--- src/rtl/uerr_pkg.sv ---
package uerr_pkg;
    localparam int ERR_BITS  = 32;
    localparam int PTR_W     = $clog2(ERR_BITS);
    localparam int LOG_DWS   = 4;
    localparam int LOG_BITS  = 32 * LOG_DWS;

    typedef struct packed {
        logic [PTR_W-1:0]    idx;
        logic                hdr_ok;
        logic [LOG_BITS-1:0] hdr;
        logic                pfx_ok;
        logic [LOG_BITS-1:0] pfx;
    } err_rec_t;

    typedef enum logic {ST_IDLE, ST_EVAL} ctl_state_e;

    // reverse the bytes within each dword
    function automatic logic [LOG_BITS-1:0] dword_bswap(input logic [LOG_BITS-1:0] v);
        logic [LOG_BITS-1:0] r;
        for (int d = 0; d < LOG_DWS; d++) begin
            for (int b = 0; b < 4; b++) begin
                r[32*d + 8*b +: 8] = v[32*d + 8*(3-b) +: 8];
            end
        end
        return r;
    endfunction

    function automatic logic [PTR_W-1:0] bit_index(input logic [ERR_BITS-1:0] v);
        logic [PTR_W-1:0] r;
        r = '0;
        for (int i = 0; i < ERR_BITS; i++) begin
            if (v[i]) r = PTR_W'(i);
        end
        return r;
    endfunction
endpackage

--- src/rtl/uerr_rec_fifo.sv ---
module uerr_rec_fifo
    import uerr_pkg::*;
#(
    parameter int DEPTH = 4
) (
    input  logic                clk,
    input  logic                rst_n,
    input  logic                push,
    input  logic                pop,
    input  logic                flush,
    input  err_rec_t            wr_rec,
    output err_rec_t            head_rec,
    output logic                empty,
    output logic                full,
    output logic [ERR_BITS-1:0] pend_mask
);
    localparam int QD = (DEPTH > 0) ? DEPTH : 1;
    localparam int AW = (QD > 1) ? $clog2(QD) : 1;
    localparam int CW = $clog2(QD + 1);

    err_rec_t          mem [QD];
    logic [QD-1:0]     vld;
    logic [AW-1:0]     head_q, tail_q;
    logic [CW-1:0]     cnt_q;
    logic              acc_push, acc_pop;

    function automatic logic [AW-1:0] bump(input logic [AW-1:0] p);
        return (p == AW'(QD - 1)) ? '0 : p + 1'b1;
    endfunction

    assign full     = (cnt_q == CW'(DEPTH));
    assign empty    = (cnt_q == '0);
    assign acc_push = push && !full && !flush;
    assign acc_pop  = pop && !empty && !flush;
    assign head_rec = mem[head_q];

    always_ff @(posedge clk) begin
        if (!rst_n || flush) begin
            head_q <= '0;
            tail_q <= '0;
            cnt_q  <= '0;
        end else begin
            if (acc_push) tail_q <= bump(tail_q);
            if (acc_pop)  head_q <= bump(head_q);
            unique case ({acc_push, acc_pop})
                2'b10:   cnt_q <= cnt_q + 1'b1;
                2'b01:   cnt_q <= cnt_q - 1'b1;
                default: cnt_q <= cnt_q;
            endcase
        end
    end

    for (genvar k = 0; k < QD; k++) begin : g_ent
        err_rec_t ent;
        logic     v;
        always_ff @(posedge clk) begin
            if (acc_push && tail_q == AW'(k)) ent <= wr_rec;
        end
        always_ff @(posedge clk) begin
            if (!rst_n || flush)                      v <= 1'b0;
            else if (acc_push && tail_q == AW'(k))    v <= 1'b1;
            else if (acc_pop && head_q == AW'(k))     v <= 1'b0;
        end
        assign mem[k] = ent;
        assign vld[k] = v;
    end

    always_comb begin
        pend_mask = '0;
        for (int k = 0; k < QD; k++) begin
            if (vld[k]) pend_mask[mem[k].idx] = 1'b1;
        end
    end

    p_full_refuses_r3: assert property (@(posedge clk) disable iff (!rst_n)
        (push && full && !pop && !flush) |=> cnt_q == $past(cnt_q));
    p_flush_empties_r9: assert property (@(posedge clk) disable iff (!rst_n)
        flush |=> (empty && pend_mask == '0));
endmodule

--- src/rtl/uerr_log_regs.sv ---
module uerr_log_regs
    import uerr_pkg::*;
(
    input  logic                clk,
    input  logic                rst_n,
    input  logic                load,
    input  logic                clear,
    input  err_rec_t            rec,
    input  logic                pfx_sup,
    output logic [PTR_W-1:0]    first_ptr,
    output logic                pfx_flag,
    output logic [LOG_BITS-1:0] hdr_log,
    output logic [LOG_BITS-1:0] pfx_log
);
    always_ff @(posedge clk) begin
        if (!rst_n || clear) begin
            first_ptr <= '0;
            pfx_flag  <= 1'b0;
            hdr_log   <= '0;
            pfx_log   <= '0;
        end else if (load) begin
            first_ptr <= rec.idx;
            hdr_log   <= rec.hdr_ok ? dword_bswap(rec.hdr) : '0;
            if (rec.pfx_ok && pfx_sup) begin
                pfx_log  <= dword_bswap(rec.pfx);
                pfx_flag <= 1'b1;
            end else begin
                pfx_log  <= '0;
                pfx_flag <= 1'b0;
            end
        end
    end

    p_clear_zeroes_r6: assert property (@(posedge clk) disable iff (!rst_n)
        clear |=> (first_ptr == '0 && !pfx_flag && hdr_log == '0 && pfx_log == '0));
    p_no_pfx_unsup_r5: assert property (@(posedge clk) disable iff (!rst_n)
        (load && !clear && !pfx_sup) |=> (!pfx_flag && pfx_log == '0));
endmodule

--- src/rtl/uerr_hdr_log.sv ---
module uerr_hdr_log
    import uerr_pkg::*;
#(
    parameter int Q_DEPTH = 4
) (
    input  logic                clk,
    input  logic                rst_n,
    input  logic                mhr_en,
    input  logic                e2e_pfx_sup,
    input  logic                rec_valid,
    input  logic [31:0]         rec_status,
    input  logic                rec_hdr_valid,
    input  logic [127:0]        rec_hdr,
    input  logic                rec_pfx_valid,
    input  logic [127:0]        rec_pfx,
    input  logic                sts_wr_en,
    input  logic [31:0]         sts_wr_clr,
    output logic [4:0]          first_ptr,
    output logic                pfx_flag,
    output logic [127:0]        hdr_log,
    output logic [127:0]        pfx_log,
    output logic [31:0]         unc_status,
    output logic                mhr_capable,
    output logic                busy,
    output logic                rec_reject,
    output logic                log_overflow
);
    localparam logic HAS_Q = (Q_DEPTH > 0);

    ctl_state_e          state_q, state_d;
    logic [ERR_BITS-1:0] status_q;
    logic                mhr_eff, first_pend, in_idle, in_eval;
    logic                take_rec, rec_ok, queue_it;
    logic                do_push, do_pop, do_flush, restore, log_new, log_clear;
    logic                q_empty, q_full;
    logic [ERR_BITS-1:0] q_mask;
    err_rec_t            new_rec, q_head, log_rec;
    logic [PTR_W-1:0]    head_idx;

    assign mhr_eff    = mhr_en && HAS_Q;
    assign in_idle    = (state_q == ST_IDLE);
    assign in_eval    = (state_q == ST_EVAL);
    assign first_pend = status_q[first_ptr];
    assign rec_ok     = (rec_status != '0) && ((rec_status & (rec_status - 1'b1)) == '0);
    assign take_rec   = in_idle && !sts_wr_en && rec_valid;
    assign queue_it   = mhr_eff && first_pend;

    assign new_rec = '{idx: bit_index(rec_status), hdr_ok: rec_hdr_valid, hdr: rec_hdr,
                       pfx_ok: rec_pfx_valid, pfx: rec_pfx};

    assign do_push   = take_rec && rec_ok && queue_it && !q_full;
    assign log_new   = take_rec && rec_ok && !queue_it;
    assign log_clear = in_eval && !first_pend && (!mhr_eff || q_empty);
    assign do_pop    = in_eval && !first_pend && mhr_eff && !q_empty;
    assign do_flush  = in_eval && first_pend && !mhr_eff;
    assign restore   = (in_eval && first_pend && mhr_eff) || do_pop;
    assign log_rec   = do_pop ? q_head : new_rec;
    assign head_idx  = q_head.idx;

    uerr_rec_fifo #(.DEPTH(Q_DEPTH)) fifo_i (
        .clk(clk), .rst_n(rst_n), .push(do_push), .pop(do_pop), .flush(do_flush),
        .wr_rec(new_rec), .head_rec(q_head), .empty(q_empty), .full(q_full),
        .pend_mask(q_mask)
    );

    uerr_log_regs log_i (
        .clk(clk), .rst_n(rst_n), .load(log_new || do_pop), .clear(log_clear),
        .rec(log_rec), .pfx_sup(e2e_pfx_sup), .first_ptr(first_ptr),
        .pfx_flag(pfx_flag), .hdr_log(hdr_log), .pfx_log(pfx_log)
    );

    // state register
    always_ff @(posedge clk) begin
        if (!rst_n) state_q <= ST_IDLE;
        else        state_q <= state_d;
    end

    always_comb begin
        state_d = state_q;
        unique case (state_q)
            ST_IDLE: if (sts_wr_en) state_d = ST_EVAL;
            ST_EVAL: state_d = ST_IDLE;
        endcase
    end

    // registered outputs
    always_ff @(posedge clk) begin
        if (!rst_n) begin
            status_q     <= '0;
            rec_reject   <= 1'b0;
            log_overflow <= 1'b0;
        end else begin
            rec_reject   <= take_rec && !rec_ok;
            log_overflow <= take_rec && rec_ok && queue_it && q_full;
            if (in_idle && sts_wr_en)  status_q <= status_q & ~sts_wr_clr;
            else if (take_rec && rec_ok) status_q <= status_q | rec_status;
            else if (restore)          status_q <= status_q | q_mask;
        end
    end

    assign unc_status  = status_q;
    assign busy        = in_eval;
    assign mhr_capable = HAS_Q;

    p_reject_keeps_status_r1: assert property (@(posedge clk) disable iff (!rst_n)
        rec_reject |-> unc_status == $past(unc_status));
    p_overflow_only_full_r3: assert property (@(posedge clk) disable iff (!rst_n)
        log_overflow |-> $past(q_full));
    p_replay_ptr_r7: assert property (@(posedge clk) disable iff (!rst_n)
        do_pop |=> first_ptr == $past(head_idx));
    p_restore_queued_r8: assert property (@(posedge clk) disable iff (!rst_n)
        (in_eval && first_pend && mhr_eff) |=> ((unc_status & $past(q_mask)) == $past(q_mask)));
    p_eval_one_cycle_r11: assert property (@(posedge clk) disable iff (!rst_n)
        busy |=> !busy);
endmodule

--- config.mk ---
export PLATFORM = sky130hd
export DESIGN_NAME = uerr_hdr_log
export DESIGN_NICKNAME = d
export VERILOG_FILES = /design/src/rtl/uerr_pkg.sv /design/src/rtl/uerr_rec_fifo.sv /design/src/rtl/uerr_log_regs.sv /design/src/rtl/uerr_hdr_log.sv
export SDC_FILE = /design/constraint.sdc
export NUM_CORES = 2
export LEC_CHECK = 0
export BUFFER_PORTS_ARGS = -buffer_cell sky130_fd_sc_hd__buf_4
export CAP_MARGIN = 20
export CORE_MARGIN = 2
export CORE_UTILIZATION = 40
export CTS_CLUSTER_SIZE = 8
export DETAILED_ROUTE_END_ITERATION = 10
export SLEW_MARGIN = 20
export SYNTH_ARGS = -nofsm -noshare
export SYNTH_HDL_FRONTEND = slang
export SYNTH_SLANG_ARGS = --single-unit
export TNS_END_PERCENT = 20
--- constraint.sdc ---
create_clock -name clk -period 14.8 [get_ports clk]
set_input_delay 4.44 -clock clk [delete_from_list [all_inputs] [get_ports clk]]
set_output_delay 4.44 -clock clk [all_outputs]
set_load 0.01 [all_outputs]
======== Yosys cells after proc, flatten, opt, wreduce, memory -nomap -nowiden ========
Index checks and enable logic that the tools add are counted.
W data, S select, Z words.
word-level totals
  flip-flop bits (word level) ............. 1360
  latch bits .............................. 0
  bits in writable memories ............... 0
  memory bits (read-only) ................. 0
  bits of input ports ..................... 328
  word-level logic and storage cells ...... 197
  memories ................................ 0
cells by class
  add/sub/neg operators ................... 5
  $mul .................................... 0
  divide/modulo/power cells ............... 0
  $lt $le $gt $ge ......................... 10
  equal/unequal tests ..................... 9
  shift-type cells ........................ 0
  muxes and demuxes ....................... 68
  bitwise operators ....................... 10
  reduce and logical (&&, ||, !) cells .... 60
operators by type and width
  operator                 number
  $mux W263                3
  $bmux W263 S2            1
  $mux W128                2
  $mux W32                 7
  $or A32 B32 Y32          5
  $mux W5                  28
  $and A32 B32 Y32         2
  $logic_and A1 B1 Y1      35
  $logic_not A32 Y1        1
  $not A32 Y32             1
  $reduce_bool A32 Y1      1
  $sub A32 B1 Y32 const B  1
  $lt A5 B6 Y1 const B     5
  $demux W1 S5             4
  $ge A5 B1 Y1 const B     4
  $mux W1                  16
  $eq A2 B2 Y1 const B     5
  $reduce_bool A2 Y1       5
  $logic_not A1 Y1         9
  $mux W2                  4
  $eq A2 B1 Y1 const B     3
  $pmux W3 S2              1
  $bmux W1 S5              1
  $logic_or A1 B1 Y1       5
  other kinds (11)         13

======== Depth between registers and ports, before layout ========
  depth in word-level cells ............... 34
  depth in mapped cells ................... 16

======== Modules after synthesis ========
Synthesis repeated with hierarchy kept, for this count alone.
second synthesis, totals
  cell total of the unflattened synthesis .. 3148
  area, all modules ....................... 55260.5 µm²
modules (own cells, without submodules)
  module         times used  cells an instance  area each (µm²)
  uerr_rec_fifo  1           1602               39755.6
  uerr_log_regs  1           890                9257.6
  uerr_hdr_log   1           656                6247.2

======== Least setup slack after synthesis ========
OpenSTA, ideal clock, no wires.
  kind .................................... input -> register
  start ................................... input port rec_status[12]
  end ..................................... register fifo_i.g_ent[0].ent[0] (netlist name), enable pin
  setup time .............................. 0.658 ns
  arrival time ............................ 12.911 ns
  required time ........................... 14.142 ns
  path slack .............................. 1.231 ns
  cell stages on the path ................. 9
  buffers on the path ..................... 1
  cell sequence ........................... clkbuf_1 -> or4_1 -> or4_4 -> a2111oi_0 -> o21ai_0 -> nor4_1 -> nand3_1 -> and4b_1 -> and2_1
on the way
  longest elaborated chain between the ends .. 10
  elaborated cells on any way between the ends .. 11
  those cells by class .................... 1 x add/sub; 1 x bitwise; 9 x reduce/logical
RTL lines
  element                                RTL line             source
  from (decl)                            uerr_hdr_log.sv:11   input logic [31:0] rec_status,
  $sub A32 B1 Y32                        uerr_hdr_log.sv:44   assign rec_ok = (rec_status != '0) && ((rec_status & (rec_status - 1'b1)) == '0);
  $and A32 B32 Y32                       uerr_hdr_log.sv:44
  $logic_not A32 Y1                      uerr_hdr_log.sv:44
  $logic_and A1 B1 Y1 (*)                uerr_hdr_log.sv:44
  $logic_and A1 B1 Y1 (*) (3 in series)  uerr_hdr_log.sv:51   assign do_push = take_rec && rec_ok && queue_it && !q_full;
  $logic_and A1 B1 Y1 (*) (2 in series)  uerr_rec_fifo.sv:33  assign acc_push = push && !full && !flush;
  $logic_and A1 B1 Y1 (*)                uerr_rec_fifo.sv:57  if (acc_push && tail_q == AW'(k)) ent <= wr_rec;
  to (signal assigned)                   uerr_rec_fifo.sv:57
  to (decl)                              uerr_rec_fifo.sv:54  err_rec_t ent;
Every way passes the cells marked *; elsewhere a longest branch is shown, timed or not.
A chain may end at the register's enable or synchronous reset.

======== Final worst setup path ========
  start ................................... input port rec_status[9]
  end ..................................... register log_i.pfx_log[37]
on the way
  longest elaborated chain between the ends .. 7
  elaborated cells on any way between the ends .. 8
  those cells by class .................... 1 x add/sub; 1 x bitwise; 6 x reduce/logical
RTL lines
  element                                RTL line             source
  $sub A32 B1 Y32                        uerr_hdr_log.sv:44
  $and A32 B32 Y32                       uerr_hdr_log.sv:44
  $logic_not A32 Y1                      uerr_hdr_log.sv:44
  $logic_and A1 B1 Y1 (*)                uerr_hdr_log.sv:44
  $logic_and A1 B1 Y1 (*) (2 in series)  uerr_hdr_log.sv:52   assign log_new = take_rec && rec_ok && !queue_it;
  $logic_or A1 B1 Y1 (*)                 uerr_hdr_log.sv:67   .clk(clk), .rst_n(rst_n), .load(log_new || do_pop), .clear(log_clear),
  to (signal assigned)                   uerr_log_regs.sv:25  pfx_log <= dword_bswap(rec.pfx);
  to (decl)                              uerr_log_regs.sv:13  output logic [LOG_BITS-1:0] pfx_log
Marks and branches as above.

==> flow_summary.rst <==
.. list-table::
   :header-rows: 1

   * - Metric
     - Value
   * - Syn_nets
     - 3652
   * - Global placement routability congestion
     - between 0.9 and 1
   * - Post-CTS clock slew at the launch and capture registers of the worst setup and hold paths
     - 0.05 ns
   * - Final setup violation count
     - 0
   * - Hold wc startpoint
     - log_i.pfx_log[21]$_SDFFE_PP0P_
   * - Post-synth ARST share
     - 0
   * - Pin count of the biggest net entering global routing
     - 205
   * - Total gr overflow
     - 0
   * - Yosys warning count
     - 0
   * - Worst-Margin Slew
     - 1.22 ns
   * - Share of cells above drive strength 1
     - 0.283
   * - Total power consumption of the routed design
     - 0.00835 W
   * - Endpoint required time on the critical path
     - around 16 ns
   * - Yosys cell types
     - 66
   * - Core Footprint
     - between 0.1 and 0.15 mm2
   * - Startpoint of the worst-slack reg-to-reg timing path
     - log_i.first_ptr[1]$_SDFFE_PP0P_
   * - Iteration count of the initial detailed-routing pass
     - 6
   * - Total count of max-transition violations in the final report
     - 0
   * - Worst IR drop on VDD
     - around 0.11 mV
   * - Die Span X
     - 368 um
   * - Number of antenna violations at the first check in global routing
     - 28
   * - Number of port buffers
     - between 600 and 700
   * - F_max
     - around 120 MHz
   * - Register-to-register setup slack
     - 10.06 ns
   * - Run status
     - completed
   * - CP max stage cell
     - or4_1
   * - Number of synthesized flops with an enable pin
     - about 1100
   * - Initial Util
     - 0.403
   * - List of cells traversed by the critical path
     - buf_4 -> or4_1 -> or4_4 -> o41ai_1 -> and4bb_1 -> nand4_1 -> nor4_4 -> buf_4 -> o31ai_4 -> buf_4 -> buf_4 -> o21ai_1
   * - Origin of the worst setup path
     - rec_status[9]
   * - Worst Hold Path Cells
     - 2
   * - Element type at the critical path start
     - primary input
   * - Most common library cell in the layout ignoring fill and taps
     - edfxtp_1
   * - Period Utilization, post-route
     - 0.586
   * - Inserted Clock Buffers
     - between 150 and 200
   * - Count of hold-fix buffers inserted at cts
     - 0
   * - Worst stage delay on the critical path
     - 0.64 ns
   * - Fill cell count
     - 11222
   * - Cell occurring most often along the worst timing path
     - buf_4
   * - I/O Pins
     - about 630
   * - Crit end category
     - register
   * - Bufs on Longest Clock Path
     - 3
   * - Global-route wire length before repair
     - ~210000 um
   * - Period minus WS final
     - 8.67 ns
   * - Terminating pin of the worst hold path
     - log_i.pfx_log[21]$_SDFFE_PP0P_
   * - Clock tree from TritonCTS
     - built
   * - Setup bufs post-CTS
     - 0
   * - Reg2reg path depth
     - 12
   * - Post-place instance area
     - ~0.06 mm2
   * - Post-cts repair resize count
     - 0
   * - Top FF cell, synth
     - edfxtp_1
   * - Max-Slew Margin vs Limit
     - 0.186
   * - Drt wl/cell
     - 23.6 um
   * - Via density
     - 5.48
   * - Worst flop-to-flop path endpoint
     - log_i.pfx_log[51]$_SDFFE_PP0P_
   * - Clock Latency Late Sink
     - between 0.7 and 0.8 ns
   * - Pwr Density
     - roughly 130 mW/mm2
   * - Post-route cell area
     - 0.0651 mm2
   * - Root cell of the clock tree
     - clkbuf_16
   * - Crit path arrival time
     - between 9 and 10 ns
   * - Sink Count
     - 1360
   * - Top library cells by usage in the layout, fill and taps aside
     - 1052 x edfxtp_1, 649 x buf_4, 306 x dfxtp_1
   * - CP max FO
     - 70
   * - Total via count after detailed routing
     - between 30000 and 40000
   * - Startpoint-to-endpoint class of the critical path
     - in -> reg
   * - Overall track demand over capacity in global routing
     - 0.200
   * - # nets final
     - 4273
   * - Synth-to-layout area growth
     - 22.9%
   * - Max-cap violations
     - 0
   * - Hold violation count in the final report
     - 0
   * - H-tree depth
     - 4
   * - Placed wire-length estimate after detailed placement
     - 81500 um
   * - Synthesized area
     - 0.0530 mm2
   * - Count of standard-cell rows
     - 133
   * - Synthesized instance count
     - 3314
   * - Initial DRC count
     - 2683
   * - Final routed DRC violation total
     - 0
   * - Final wirelength
     - 138000 um
   * - Class of the tightest hold or removal check
     - reg -> reg
   * - Worst-case clock skew
     - 0.0637 ns
   * - Die area
     - 0.135 mm2
   * - Sequential share of the synthesized area
     - 0.712
   * - Mean cell area of the mapped netlist
     - 16.0 um2
   * - Final total negative setup slack
     - 0 ns
   * - Leakage power of the design
     - around 23 nW
   * - Height of the die
     - 368 um
   * - Unrepaired setup endpoints after global routing
     - no
   * - Flip-flop and latch count after synthesis
     - 1360
   * - Number of antenna-violating nets in the routed design
     - 0
   * - Via count of the first global-routing pass
     - 32091
## cells in the mapped netlist (18+ instances only)
cell type | n | area (um2)
a21o_1 | 29 | 218
a21oi_1 | 28 | 140
a221oi_1 | 23 | 201
a22oi_1 | 132 | 991
buf_1 | 28 | 105
buf_2 | 39 | 195
clkbuf_1 | 162 | 608
dfxtp_1 | 308 | 6170
edfxtp_1 | 1052 | 31600
inv_1 | 276 | 1040
mux2i_1 | 18 | 180
mux4_2 | 263 | 5920
nand2_1 | 209 | 785
nand3_1 | 46 | 230
nand4_1 | 134 | 838
nor2_1 | 52 | 195
o21ai_0 | 55 | 275
o21ai_1 | 120 | 601
o221ai_1 | 128 | 1120
o22ai_1 | 30 | 188
## registers in the layout (all words and copies together) (netlist names), 2 cells and up
name / count
fifo_i.cnt_q: 3
fifo_i.head_q: 2
fifo_i.tail_q: 2
log_i.hdr_log: 128
fifo_i.g_ent.v: 4
fifo_i.g_ent.ent: 1052
log_i.pfx_log: 128
log_i.first_ptr: 5
unc_status: 32
## where the power goes
group / switching [W] / internal [W] / leakage [nW]
sequential: 0.000000483 / 0.00411 / 12.0
combinational: 0.000115 / 0.0000697 / 8.01
clock: 0.00161 / 0.00245 / 2.67
## final cells by class
cell class,instances,area [um2],share of cell area
multi-input combinational,1447,13400,0.205
sequential,1360,37800,0.580
inverter,277,1040,0.0160
tap,1755,2200,0.0337
timing repair buffer,660,5090,0.0782
clock inverter,14,255,0.00392
antenna,12,30.0,0.000461
clock buffer,340,5400,0.0829
## metal layers
metal | wire (um) | global-route usage | vias to the layer above
li1 | - | - | 14395
met2 | 65900 | 0.315 | 1155
met4 | 3270 | 0.0622 | 36
met3 | 12300 | 0.0703 | 263
met1 | 56700 | 0.261 | 16296
met5 | 244 | 0 | -
## worst max path at each step
stage,cells after the start,end
after global routing,12,log_i.pfx_log[45]$_SDFFE_PP0P_
after CTS,12,log_i.pfx_log[65]$_SDFFE_PP0P_
after detailed placement,12,log_i.pfx_log[51]$_SDFFE_PP0P_
after floorplan,9,fifo_i.g_ent[0].ent[0]$_DFFE_PP_
after global placement,12,log_i.pfx_log[33]$_SDFFE_PP0P_
final,12,log_i.pfx_log[37]$_SDFFE_PP0P_
## per-stage QoR
stage / setup slack [ns] / hold slack (ns) / instances / utilization
after floorplan: 1.23 / 0.471 / 3314 / -
after global placement: 5.49 / 0.475 / 5499 / 0.452
after detailed placement: 5.38 / 0.485 / 5499 / 0.452
after CTS: 6.22 / 0.496 / 5853 / 0.495
after global routing: 5.87 / 0.516 / 5862 / 0.495
final: 6.13 / 0.491 / 5865 / 0.496
## cell families (layout without fill, tap and decap cells)
family | after synthesis | count (layout) | share of synthesized area
buffers and inverters | 507 | 1291 | 0.0369
other | 1 | 13 | 0.0000708
xor gates and xnor gates | 3 | 3 | 0.000496
DFF | 1360 | 1360 | 0.712
and+or+nand+nor | 555 | 555 | 0.0537
adders and majority gates | 13 | 13 | 0.00307
muxes | 282 | 282 | 0.115
AOI/OAI and AO/OA | 593 | 593 | 0.0780
## worst max-delay path, delay by kind of cell
kind	cells	cell delay, ns
and+or+nand+nor	5	2.03
buffers and inverters	4	1.69
AOI/OAI and AO/OA	3	0.96
Power figures use the tool's default switching activity.
